$ cat src/rtl/adc_trig_pkg.sv
package adc_trig_pkg;
    localparam int DW     = 16;
    localparam int NBYTE  = DW / 8;
    localparam int SKIP_W = DW - 6;

    typedef enum logic [1:0] {
        MODE_NORMAL = 2'b00,
        MODE_PWM1   = 2'b01,
        MODE_RSYNC  = 2'b10,
        MODE_COMPL  = 2'b11
    } mode_e;

    typedef enum logic [1:0] {
        XFER_NONE   = 2'b00,
        XFER_CREST  = 2'b01,
        XFER_TROUGH = 2'b10,
        XFER_BOTH   = 2'b11
    } xfer_e;

    typedef struct packed {
        logic [SKIP_W-1:0] skip_n;
        logic              skip_en;
        logic              link;
        logic              dn_en;
        logic              up_en;
        xfer_e             xfer;
    } ctrl_t;

    function automatic xfer_e eff_xfer(mode_e m, xfer_e x);
        return (m == MODE_COMPL) ? x : XFER_NONE;
    endfunction
endpackage

$ cat src/rtl/adc_trig_regs.sv
module adc_trig_regs
    import adc_trig_pkg::*;
(
    input  logic                clk,
    input  logic                rst,
    input  logic                wr_en,
    input  logic                wr_sel,
    input  logic [NBYTE-1:0]    wr_be,
    input  logic [DW-1:0]       wr_data,
    input  mode_e               mode,
    input  logic                crest,
    input  logic                trough,
    output ctrl_t               ctrl,
    output logic [DW-1:0]       active,
    output logic                cfg_illegal
);
    logic [7:0]    buf_b [NBYTE];
    logic [DW-1:0] buf_w;
    xfer_e         xe;
    logic          xfer_now;

    always_comb begin
        for (int i = 0; i < NBYTE; i++) buf_w[i*8 +: 8] = buf_b[i];
    end

    for (genvar b = 0; b < NBYTE; b++) begin : g_byte
        always_ff @(posedge clk) begin
            if (rst)
                buf_b[b] <= '0;
            else if (wr_en && wr_sel && wr_be[b])
                buf_b[b] <= wr_data[b*8 +: 8];
        end
    end

    always_ff @(posedge clk) begin
        if (rst)
            ctrl <= '0;
        else if (wr_en && !wr_sel && (&wr_be))
            ctrl <= ctrl_t'(wr_data);
    end

    always_comb begin
        xe       = eff_xfer(mode, ctrl.xfer);
        xfer_now = (crest && xe[0]) || (trough && xe[1]);
    end

    assign cfg_illegal = (mode != MODE_COMPL) && (ctrl.xfer != XFER_NONE);

    always_ff @(posedge clk) begin
        if (rst)
            active <= '0;
        else if (xfer_now)
            active <= buf_w;
    end


    no_xfer_outside_compl_chk: assert property (@(posedge clk) disable iff (rst)
        (mode != MODE_COMPL) |=> $stable(active));

    ctrl_word_only_chk: assert property (@(posedge clk) disable iff (rst)
        (wr_en && !wr_sel && !(&wr_be)) |=> $stable(ctrl));

    reset_clear_chk: assert property (@(posedge clk)
        rst |=> (active == '0 && ctrl == '0));
endmodule

$ cat src/rtl/adc_trig_skip.sv
module adc_trig_skip
    import adc_trig_pkg::*;
(
    input  logic              clk,
    input  logic              rst,
    input  mode_e             mode,
    input  logic              crest,
    input  logic              cmp3a_match,
    input  logic              cmp4a_match,
    input  logic              skip_en,
    input  logic [SKIP_W-1:0] skip_n,
    output logic              skip_on,
    output logic              pass
);
    logic              evt;
    logic [SKIP_W-1:0] cnt_q;

    always_comb begin
        unique case (mode)
            MODE_COMPL: evt = crest;
            MODE_RSYNC: evt = cmp3a_match;
            default:    evt = cmp4a_match;
        endcase
    end

    assign skip_on = skip_en && (skip_n != '0);

    always_ff @(posedge clk) begin
        if (rst || !skip_on) begin
            cnt_q <= '0;
            pass  <= 1'b0;
        end else if (evt) begin
            if (cnt_q >= skip_n - SKIP_W'(1)) begin
                cnt_q <= '0;
                pass  <= 1'b1;
            end else begin
                cnt_q <= cnt_q + SKIP_W'(1);
                pass  <= 1'b0;
            end
        end
    end


    pass_opens_on_event_chk: assert property (@(posedge clk) disable iff (rst)
        $rose(pass) |-> $past(evt));

    pass_closed_when_off_chk: assert property (@(posedge clk) disable iff (rst)
        !skip_on |=> !pass);
endmodule

$ cat src/rtl/adc_trig_cmp.sv
module adc_trig_cmp
    import adc_trig_pkg::*;
(
    input  logic          clk,
    input  logic          rst,
    input  logic [DW-1:0] cnt,
    input  logic          cnt_dn,
    input  logic [DW-1:0] active,
    input  logic          up_en,
    input  logic          dn_en,
    input  logic          gate,
    output logic          trig
);
    logic hit;
    logic hit_q;

    assign hit = (cnt == active) && (cnt_dn ? dn_en : up_en) && gate;

    always_ff @(posedge clk) begin
        if (rst) begin
            hit_q <= 1'b0;
            trig  <= 1'b0;
        end else begin
            hit_q <= hit;
            trig  <= hit && !hit_q;
        end
    end


    single_pulse_chk: assert property (@(posedge clk) disable iff (rst)
        trig |=> !trig);
endmodule

$ cat src/rtl/adc_trig_sched.sv
module adc_trig_sched
    import adc_trig_pkg::*;
(
    input  logic          clk,
    input  logic          rst,
    input  logic          wr_en,
    input  logic          wr_sel,
    input  logic [1:0]    wr_be,
    input  logic [15:0]   wr_data,
    input  logic [1:0]    mode,
    input  logic [15:0]   cnt,
    input  logic          cnt_dn,
    input  logic          crest,
    input  logic          trough,
    input  logic          cmp3a_match,
    input  logic          cmp4a_match,
    output logic          trig,
    output logic          cfg_illegal
);
    ctrl_t         ctrl;
    logic [DW-1:0] active;
    logic          skip_on;
    logic          pass;
    logic          gate;
    mode_e         mode_m;

    assign mode_m = mode_e'(mode);

    adc_trig_regs u_regs (
        .clk(clk), .rst(rst), .wr_en(wr_en), .wr_sel(wr_sel), .wr_be(wr_be),
        .wr_data(wr_data), .mode(mode_m), .crest(crest), .trough(trough),
        .ctrl(ctrl), .active(active), .cfg_illegal(cfg_illegal)
    );

    adc_trig_skip u_skip (
        .clk(clk), .rst(rst), .mode(mode_m), .crest(crest),
        .cmp3a_match(cmp3a_match), .cmp4a_match(cmp4a_match),
        .skip_en(ctrl.skip_en), .skip_n(ctrl.skip_n),
        .skip_on(skip_on), .pass(pass)
    );

    assign gate = !ctrl.link || (pass && skip_on);

    adc_trig_cmp u_cmp (
        .clk(clk), .rst(rst), .cnt(cnt), .cnt_dn(cnt_dn), .active(active),
        .up_en(ctrl.up_en), .dn_en(ctrl.dn_en), .gate(gate), .trig(trig)
    );


    linked_off_silent_chk: assert property (@(posedge clk) disable iff (rst)
        (ctrl.link && !skip_on) |=> !trig);
endmodule

$ cat config.mk
export PLATFORM = sky130hd
export DESIGN_NAME = adc_trig_sched
export DESIGN_NICKNAME = d
export VERILOG_FILES = /design/src/rtl/adc_trig_pkg.sv /design/src/rtl/adc_trig_regs.sv /design/src/rtl/adc_trig_skip.sv /design/src/rtl/adc_trig_cmp.sv /design/src/rtl/adc_trig_sched.sv
export SDC_FILE = /design/constraint.sdc
export NUM_CORES = 1
export LEC_CHECK = 0
export CAP_MARGIN = 20
export CORE_MARGIN = 8
export CORE_UTILIZATION = 57
export DETAILED_ROUTE_END_ITERATION = 10
export PLACE_DENSITY = 0.84
export SLEW_MARGIN = 20
export SYNTH_ARGS = -nofsm -noshare
export SYNTH_HDL_FRONTEND = slang
export SYNTH_SLANG_ARGS = --single-unit
$ cat constraint.sdc
create_clock -name clk -period 7.1 [get_ports clk]
set_input_delay 1.42 -clock clk [delete_from_list [all_inputs] [get_ports clk]]
set_output_delay 1.42 -clock clk [all_outputs]
set_load 0.01 [all_outputs]
; ---- After elaboration in Yosys (flattened, before gate mapping)
; Memory sizes are Yosys's and may differ from the RTL's. A register that Yosys moved wholly into a read port is not among the register bits.
; Cells that the tools add are included.
[word_totals]
ff_bits = 29
latch_bits = 0
mem_bits_rw = 16
mem_bits_ro = 0
inputBits = 45
output_inout_bits = 2
wordCells = 58
n_memories = 1
[mem_list]
columns = name, depth, width, rd, rd_ports_with_merged_regs, wr, line_no
row1 = u_regs.buf_b, 2, 8, 2, 2, 2, adc_trig_regs.sv:17  ; logic [7:0] buf_b [NBYTE];
[op_classes]
addsub = 2
multipliers = 0
div = 0
order_cmp = 1
eq_ne = 4
shifts = 0
mux = 15
n_bitwise = 2
n_reduce_logical = 23
[ops]
columns = cell, count
row1 = $eq A16 B16 Y1, 1
row2 = $mux W8, 2
row3 = $logic_and A1 B1 Y1, 13
row4 = $add A10 B1 Y10 const B, 1
row5 = $ge A10 B10 Y1, 1
row6 = $mux W1, 10
row7 = $mux W10, 1
row8 = $reduce_bool A10 Y1, 1
row9 = $sub A10 B1 Y10 const B, 1
row10 = $eq A2 B2 Y1 const B, 2
row11 = $logic_not A1 Y1, 4
row12 = $logic_or A1 B1 Y1, 3
row13 = $mux W2, 1
row14 = $ne A2 B2 Y1 const B, 1
row15 = $or A1 B1 Y1, 2
row16 = $pmux W1 S2, 1
row17 = $reduce_and A2 Y1, 1
row18 = $reduce_bool A2 Y1, 1

; ---- Longest topological paths before layout
; Gate-level depths: netlist of the first run.
[depth]
depth_word = 6
depth_mapped = 11
depth_no_buf = 11

; ---- By module
; From an unflattened synthesis of the first run, not the netlist that was laid out.
[unflattened]
hier_cells = 326
area_unflattened_um2 = 3245.6
[modules_own_cells]
columns = mod, n_inst, cells_each, area_per_inst_um2, seq_area_each_um2
row1 = adc_trig_regs, 1, 181, 2005.7, 1121.1
row2 = adc_trig_skip, 1, 110, 924.6, 220.2
row3 = adc_trig_cmp, 1, 34, 305.3, 40.0
row4 = adc_trig_sched, 1, 1, 10.0, 0.0

; ---- Worst setup path before layout of the first run
; No wires, ideal clock.
[synth_path]
path_type = input to output
start = in mode[1]
end = out cfg_illegal
t_arrival_ps = 1656
required_ps = 5680
setup_slack_ps = 4024
path_stages = 2
path_buffers = 0
path_cell_list = nand2_1 o21a_1
[synth_between]
elab_chain_cells = 2
[synth_lines]
columns = element, line_no
row1 = from (decl), adc_trig_sched.sv:10  ; input logic [1:0] mode,
row2 = $ne A2 B2 Y1, adc_trig_regs.sv:47  ; assign cfg_illegal = (mode != MODE_COMPL) && (ctrl.xfer != XFER_NONE);
row3 = $logic_and A1 B1 Y1, adc_trig_regs.sv:47
row4 = to (decl), adc_trig_sched.sv:18  ; output logic cfg_illegal
; Every way passes these cells.

; ---- Worst setup path in the final report of the first run
; Same ends and word-level chain as after synthesis.

==> results.md, run 1 <==
- Yosys reg bits: 61
- Initial antenna violation count: 0
- Final Util: 73.0%
- Internal power: 0.599 mW
- H-tree levels: 3
- Hold slack: 0.384 ns
- Core Region: 5040 um2
- Final setup TNS: 0 ns
- Initial detailed-routing violation count: 107
- Chip height: 87.8 um
- CP most frequent cell: clkdlybuf4s50_1
- Vias after detailed routing: 2267
- Warnings, synthesis: 0
- Total global routing overflow: 0
- Final period util: 58.9%
- Root Buffer: clkbuf_8
- First-pass GRT wire length: 11.1 mm
- Tmin final: 4.18 ns
- Port Buffer Count: 46
- Slew margin rel.: 49.8%
- CP required: 5.68 ns
- Startpoint Class: input pin
- # diodes: 0
- Final Hold Vio Count: 0
- Synth top area cells: dfxtp_1 31%, edfxtp_1 16%, mux2i_1 6.1%
- Setup Crit Path Kind: input pin to primary output
- Status: finished clean
- Clock sink count: 61
- Vias per cell: 5.36
- GRT Resource Usage Total: 18.7%
- Yosys top cell by area: dfxtp_1
- Clk slew on worst S/H paths: 0.07 ns
- CP max stage cell: clkdlybuf4s50_1
- Clock buffer depth: 2
- Share of cells above drive strength 1: 8.78%
- Full die area: 7700 um2
- Max incr delay on CP: 0.54 ns
- Max frequency: 239 MHz
- Residual DRC count: 0
- Post-CTS Setup Repair Bufs: 0
- Post-CTS sizing: 0
- Ys async rst share: 0%
- Largest net degree at the start of global routing: 37
- Combinational share of power: 9.1%
- Worst Setup End Kind: primary output
- Vias in the first global route: 2409
- Top Ports: 47
- Die Wd: 87.8 um
- Final setup margin: 2.92 ns
- Post-synthesis cell area: 2940 um2
- Post-Syn Nets: 355
- # rows: 26
- Wirelength per Cell: 15.7 um
- Cells along the critical path: clkdlybuf4s50_1, nand2_1, o21a_1, clkdlybuf4s50_1
- Hold WC Path Type: register to register
- Clock power frac: 42.9%
- Cell variety after synth: 40
- Area of the multi-input gates: 1510 um2
- HPWL Detailed: 4.88 mm
- RSZ-0062 raised after global routing: no
- Final Power: 0.772 mW
- GPL Wtd Cong: 0.830
- Pre-antenna DRT Iters: 4
- Seq pwr share: 48.0%
- Finish-stage setup viols: 0
- Mapped Avg Cell Area: 9.85 um2
- CTS Hold Bufs: 0
- Leakage: 1.35 nW
- Nets: 405
- Final wirelength: 6.64 mm
- NetSw: 0.173 mW
- Most frequent cells in the layout: 46 x nand2_1, 46 x clkdlybuf4s50_1, 45 x dfxtp_1, 24 x nor2_1, 21 x a21oi_1
- Initial Util: 58.2%
- Pins over their slew limit: 0
- Antenna Nets Post-Route: 0
- Sequential fraction of the synthesis area: 47.0%
- Placement Setup Slack: 2.96 ns
- CTS buffer count: 9
- CTS tree: yes
- Data arrival, critical path: 2.76 ns
- Prevailing post-synth register cell: dfxtp_1
- CP max FO: 5
- Slew @ Worst Pin: 0.748 ns
- Peak supply drop: 0.125 mV
- FF+latch area: 1380 um2
- Top cell type's share of synthesized area: 30.7%
- Number of synthesized flops with an enable pin: 16
- Synthesis-to-finish area growth: 25.3%
- Max cap viols: 0
- Filler cells: 355
- Worst skew pair latency: 0.33 ns
- Synth Instances: 298
- Skew final: 0.00511 ns
- Switching share of power: 22.4%
- PwrDens: 210 nW/um2
[metal layers]
metal | global-route usage [%] | part of all wire (%)
met1 | 20.7 | 42
met2 | 33.6 | 52
met3 | 3.94 | 4.3
met4 | 7.81 | 1.6
met5 | 0 | 0
[power by group through the flow]
stage	logic [mW]	registers (mW)	clock network (mW)
final	0.0700	0.370	0.331
after global routing	0.0767	0.371	0.350
after CTS	0.0701	0.370	0.334
after detailed placement	0.0691	0.378	0
after global placement	0.0672	0.378	0
after floorplan	0.0336	0.376	0
[final timing paths]
| check | endpoint | depth (start not counted) | startpoint | slack (ns) |
|---|---|---|---|---|
| worst min register to register | u_cmp.trig$_SDFF_PP0_ | 1 | u_cmp.hit_q$_SDFF_PP0_ | 0.38 |
| worst max-delay path | cfg_illegal | 4 | mode[1] | 2.92 |
| worst min-delay path | u_cmp.trig$_SDFF_PP0_ | 1 | u_cmp.hit_q$_SDFF_PP0_ | 0.38 |
| worst max register to register | u_skip.cnt_q[2]$_SDFFE_PP0P_ | 10 | u_regs.ctrl[8]$_SDFFE_PP0P_ | 4.19 |
[cell type report]
type | instances | area share, %
clock buffer | 9 | 3.37
clock inverter | 7 | 2.45
inverter | 5 | 0.510
multi-input combinational | 224 | 41.0
sequential | 61 | 37.5
tap | 70 | 2.38
timing repair buffer | 47 | 12.7
[sequential cells by signal (all words and copies together), names as in the netlist]
name and cells:
u_cmp.hit_q 1, u_cmp.trig 1, u_regs.active 16, u_regs.buf_b 16, u_regs.ctrl 16, u_skip.cnt_q 10, u_skip.pass 1
[stage by stage]
stage	instances	instance area, um2
after floorplan	298	2940
after global placement	407	3460
after detailed placement	407	3460
after CTS	423	3670
after global routing	423	3680
final	423	3680
[cell usage after synthesis (3+ instances only)]
cell / number
a211oi_1: 3
a21oi_1: 21
and2_1: 17
clkbuf_1: 7
dfxtp_1: 45
edfxtp_1: 16
ha_1: 12
inv_1: 5
mux2i_1: 18
nand2_1: 46
nand3_1: 11
nand4_1: 4
nor2_1: 24
nor2_2: 7
nor3_1: 5
nor4_1: 3
xnor2_1: 16
xor2_1: 14
[critical path: cells and delay by family]
family / cells / cell delay (ns)
and+or+nand+nor: 1 / 0.17
AOI/OAI and AO/OA: 1 / 0.14
buffers and inverters: 2 / 1.04
[kinds of logic (layout without fill, tap and decap cells)]
logic type               after synthesis  in the layout  synth area share [%]
buffers and inverters                 13             68                  1.70
AO/OA/AOI/OAI                         38             38                  10.1
flip-flops                            61             61                  47.0
XOR/XNOR                              30             30                  8.95
multiplexers                          18             18                  6.14
AND/OR/NAND/NOR                      126            126                  21.0
adder cells (fa/ha/maj)               12             12                  5.11
(Power assumes the default switching activity.)
==> run 2, diff against run 1 <==
- CORE_UTILIZATION: 57 -> 53
- PLACE_DENSITY: 0.84 -> 0.79
- clock period: 7.1 -> 4 ns (I/O delays scaled with it)
==> results.md, run 2 (synthesized netlist as in run 1, its figures left out) <==
- Hold WC Path Type: register to register
- Final period util: 72.2%
- Post-CTS Setup Repair Bufs: 0 (unchanged)
- GPL Wtd Cong: 0.812 (-2.2%)
- CP max stage cell: clkdlybuf4s50_1
- Largest net degree at the start of global routing: 24 (-35%)
- H-tree levels: 3 (unchanged)
- Tmin final: 2.89 ns
- Startpoint Class: input pin
- Clk slew on worst S/H paths: 0.06 ns (about the same)
- Nets: 406 (+0.25%)
- Data arrival, critical path: 2.09 ns (-0.67 ns)
- WP depth: 4 (unchanged)
- Vias in the first global route: 2377 (-1.3%)
- Status: finished clean
- Final Power: 1.33 mW (+72%)
- Residual DRC count: 0 (unchanged)
- Share of cells above drive strength 1: 8.19% (-0.59 points)
- Placed Area: 3470 um2 (+0.29%)
- Chip height: 90.4 um (+3.0%)
- Pins over their slew limit: 0 (unchanged)
- Final Hold Vio Count: 0 (unchanged)
- CP required: 3.20 ns (-2.48 ns)
- GRT busiest layer: met2
- Clock buffer depth: 2 (unchanged)
- Peak supply drop: 0.180 mV (+44%)
- Pre-antenna DRT Iters: 6 (+2)
- Cells along the critical path: clkdlybuf4s50_1, nand2_1, o21a_1, clkdlybuf4s50_1
- Initial antenna violation count: 0 (unchanged)
- # rows: 27 (+3.8%)
- CP most frequent cell: clkdlybuf4s50_1
- Core Region: 5440 um2 (+7.9%)
- Slew margin rel.: 51.3% (+1.5 points)
- Most frequent cells in the layout: 46 x nand2_1, 46 x clkdlybuf4s50_1, 45 x dfxtp_1, 24 x nor2_1, 21 x a21oi_1
- Worst skew pair latency: 0.33 ns (about the same)
- Placed insts: 410 (+0.74%)
- Root Buffer: clkbuf_8
- Port Buffer Count: 46 (unchanged)
- CTS Hold Bufs: 0 (unchanged)
- CP max FO: 5 (unchanged)
- Crit path buf inv count: 2 (unchanged)
- Vias after detailed routing: 2277 (+0.44%)
- Setup Crit Path Kind: input pin to primary output
- Leakage: 1.35 nW (about the same)
- Clock sink count: 61 (unchanged)
- GRT Resource Usage Total: 16.6% (-2.1 points)
- PwrDens: 362 nW/um2 (+73%)
- GRT met2 Usage: 29.3% (-4.3 points)
- Wirelength per Cell: 15.3 um (-2.5%)
- Synthesis-to-finish area growth: 24.9%
- Skew final: 0.00995 ns (+0.00484 ns)
- Met1 usage: 18.6% (-2.1 points)
- HPWL Detailed: 4.91 mm (+0.53%)
- Initial Util: 54.0% (-4.2 points)
- Vias per cell: 5.35 (-0.27%)
- Slew @ Worst Pin: 0.726 ns (-0.0221 ns)
- Top flop regs: u_regs.active x16, u_regs.buf_b x16, u_regs.ctrl x16
- Finished Layout Cells: 426 (+0.71%)
- RSZ-0062 raised after global routing: no
- CTS buffer count: 9 (unchanged)
- Final wirelength: 6.52 mm (-1.8%)
- Final setup TNS: 0 ns (unchanged)
- Die Wd: 90.4 um (+3.0%)
- Hold slack: 0.406 ns (+0.0214 ns)
- First-pass GRT wire length: 11.1 mm (+0.44%)
- Total global routing overflow: 0 (unchanged)
- CTS tree: yes
- Cell family with most CP delay: buffers and inverters
- Post-CTS sizing: 0 (unchanged)
- Max cap viols: 0 (unchanged)
- # diodes: 0 (unchanged)
- R2R cell count: 10 (unchanged)
- Antenna Nets Post-Route: 0 (unchanged)
- Post-route design area: 3670 um2 (-0.31%)
- Top Ports: 47 (unchanged)
- Hold Crit Depth: 1 (unchanged)
- Filler cells: 448 (+26%)
- Max incr delay on CP: 0.53 ns (about the same)
- Full die area: 8180 um2 (+6.2%)
- Finish-stage setup viols: 0 (unchanged)
- GRT met3 Usage: 4.24% (+0.30 points)
- Worst Setup End Kind: primary output
- Max frequency: 346 MHz
- Initial detailed-routing violation count: 118 (+10%)
run 2: power by group:
group	internal (mW)	switching, mW	leakage (nW)
sequential	0.649	0.00793	0.520
combinational	0.0664	0.0562	0.730
clock	0.322	0.227	0.101
run 2: worst paths after layout:
kind	startpoint	endpoint	slack (ns)
min	u_cmp.hit_q$_SDFF_PP0_	u_cmp.trig$_SDFF_PP0_	0.41
max reg2reg	u_regs.ctrl[8]$_SDFFE_PP0P_	u_skip.cnt_q[3]$_SDFFE_PP0P_	1.23
max	mode[1]	cfg_illegal	1.11
min reg2reg	u_cmp.hit_q$_SDFF_PP0_	u_cmp.trig$_SDFF_PP0_	0.41
run 2: layout make-up:
class / count / area, um2 / area share (%)
clock inverters: 2 / 35.0 / 0.955
inverters: 5 / 18.8 / 0.512
well taps: 72 / 90.1 / 2.46
clock buffers: 14 / 163 / 4.43
flip-flops and latches: 61 / 1380 / 37.7
multi-input cells: 224 / 1510 / 41.0
repair buffers: 48 / 475 / 13.0
run 2: through the flow:
step           setup WS, ns  utilization, %
5_1_grt               0.962            67.4
3_3_place_gp           1.13            63.8
2_1_floorplan          1.50               -
6_report               1.11            67.4
4_1_cts                1.11            67.4
3_5_place_dp           1.11            63.8
run 2: layer usage:
metal / up-vias / part of all wire (%)
met2: 48 / 51
met3: 9 / 4.0
li1: 1143 / -
met5: - / 0
met1: 1077 / 43
met4: 0 / 1.3
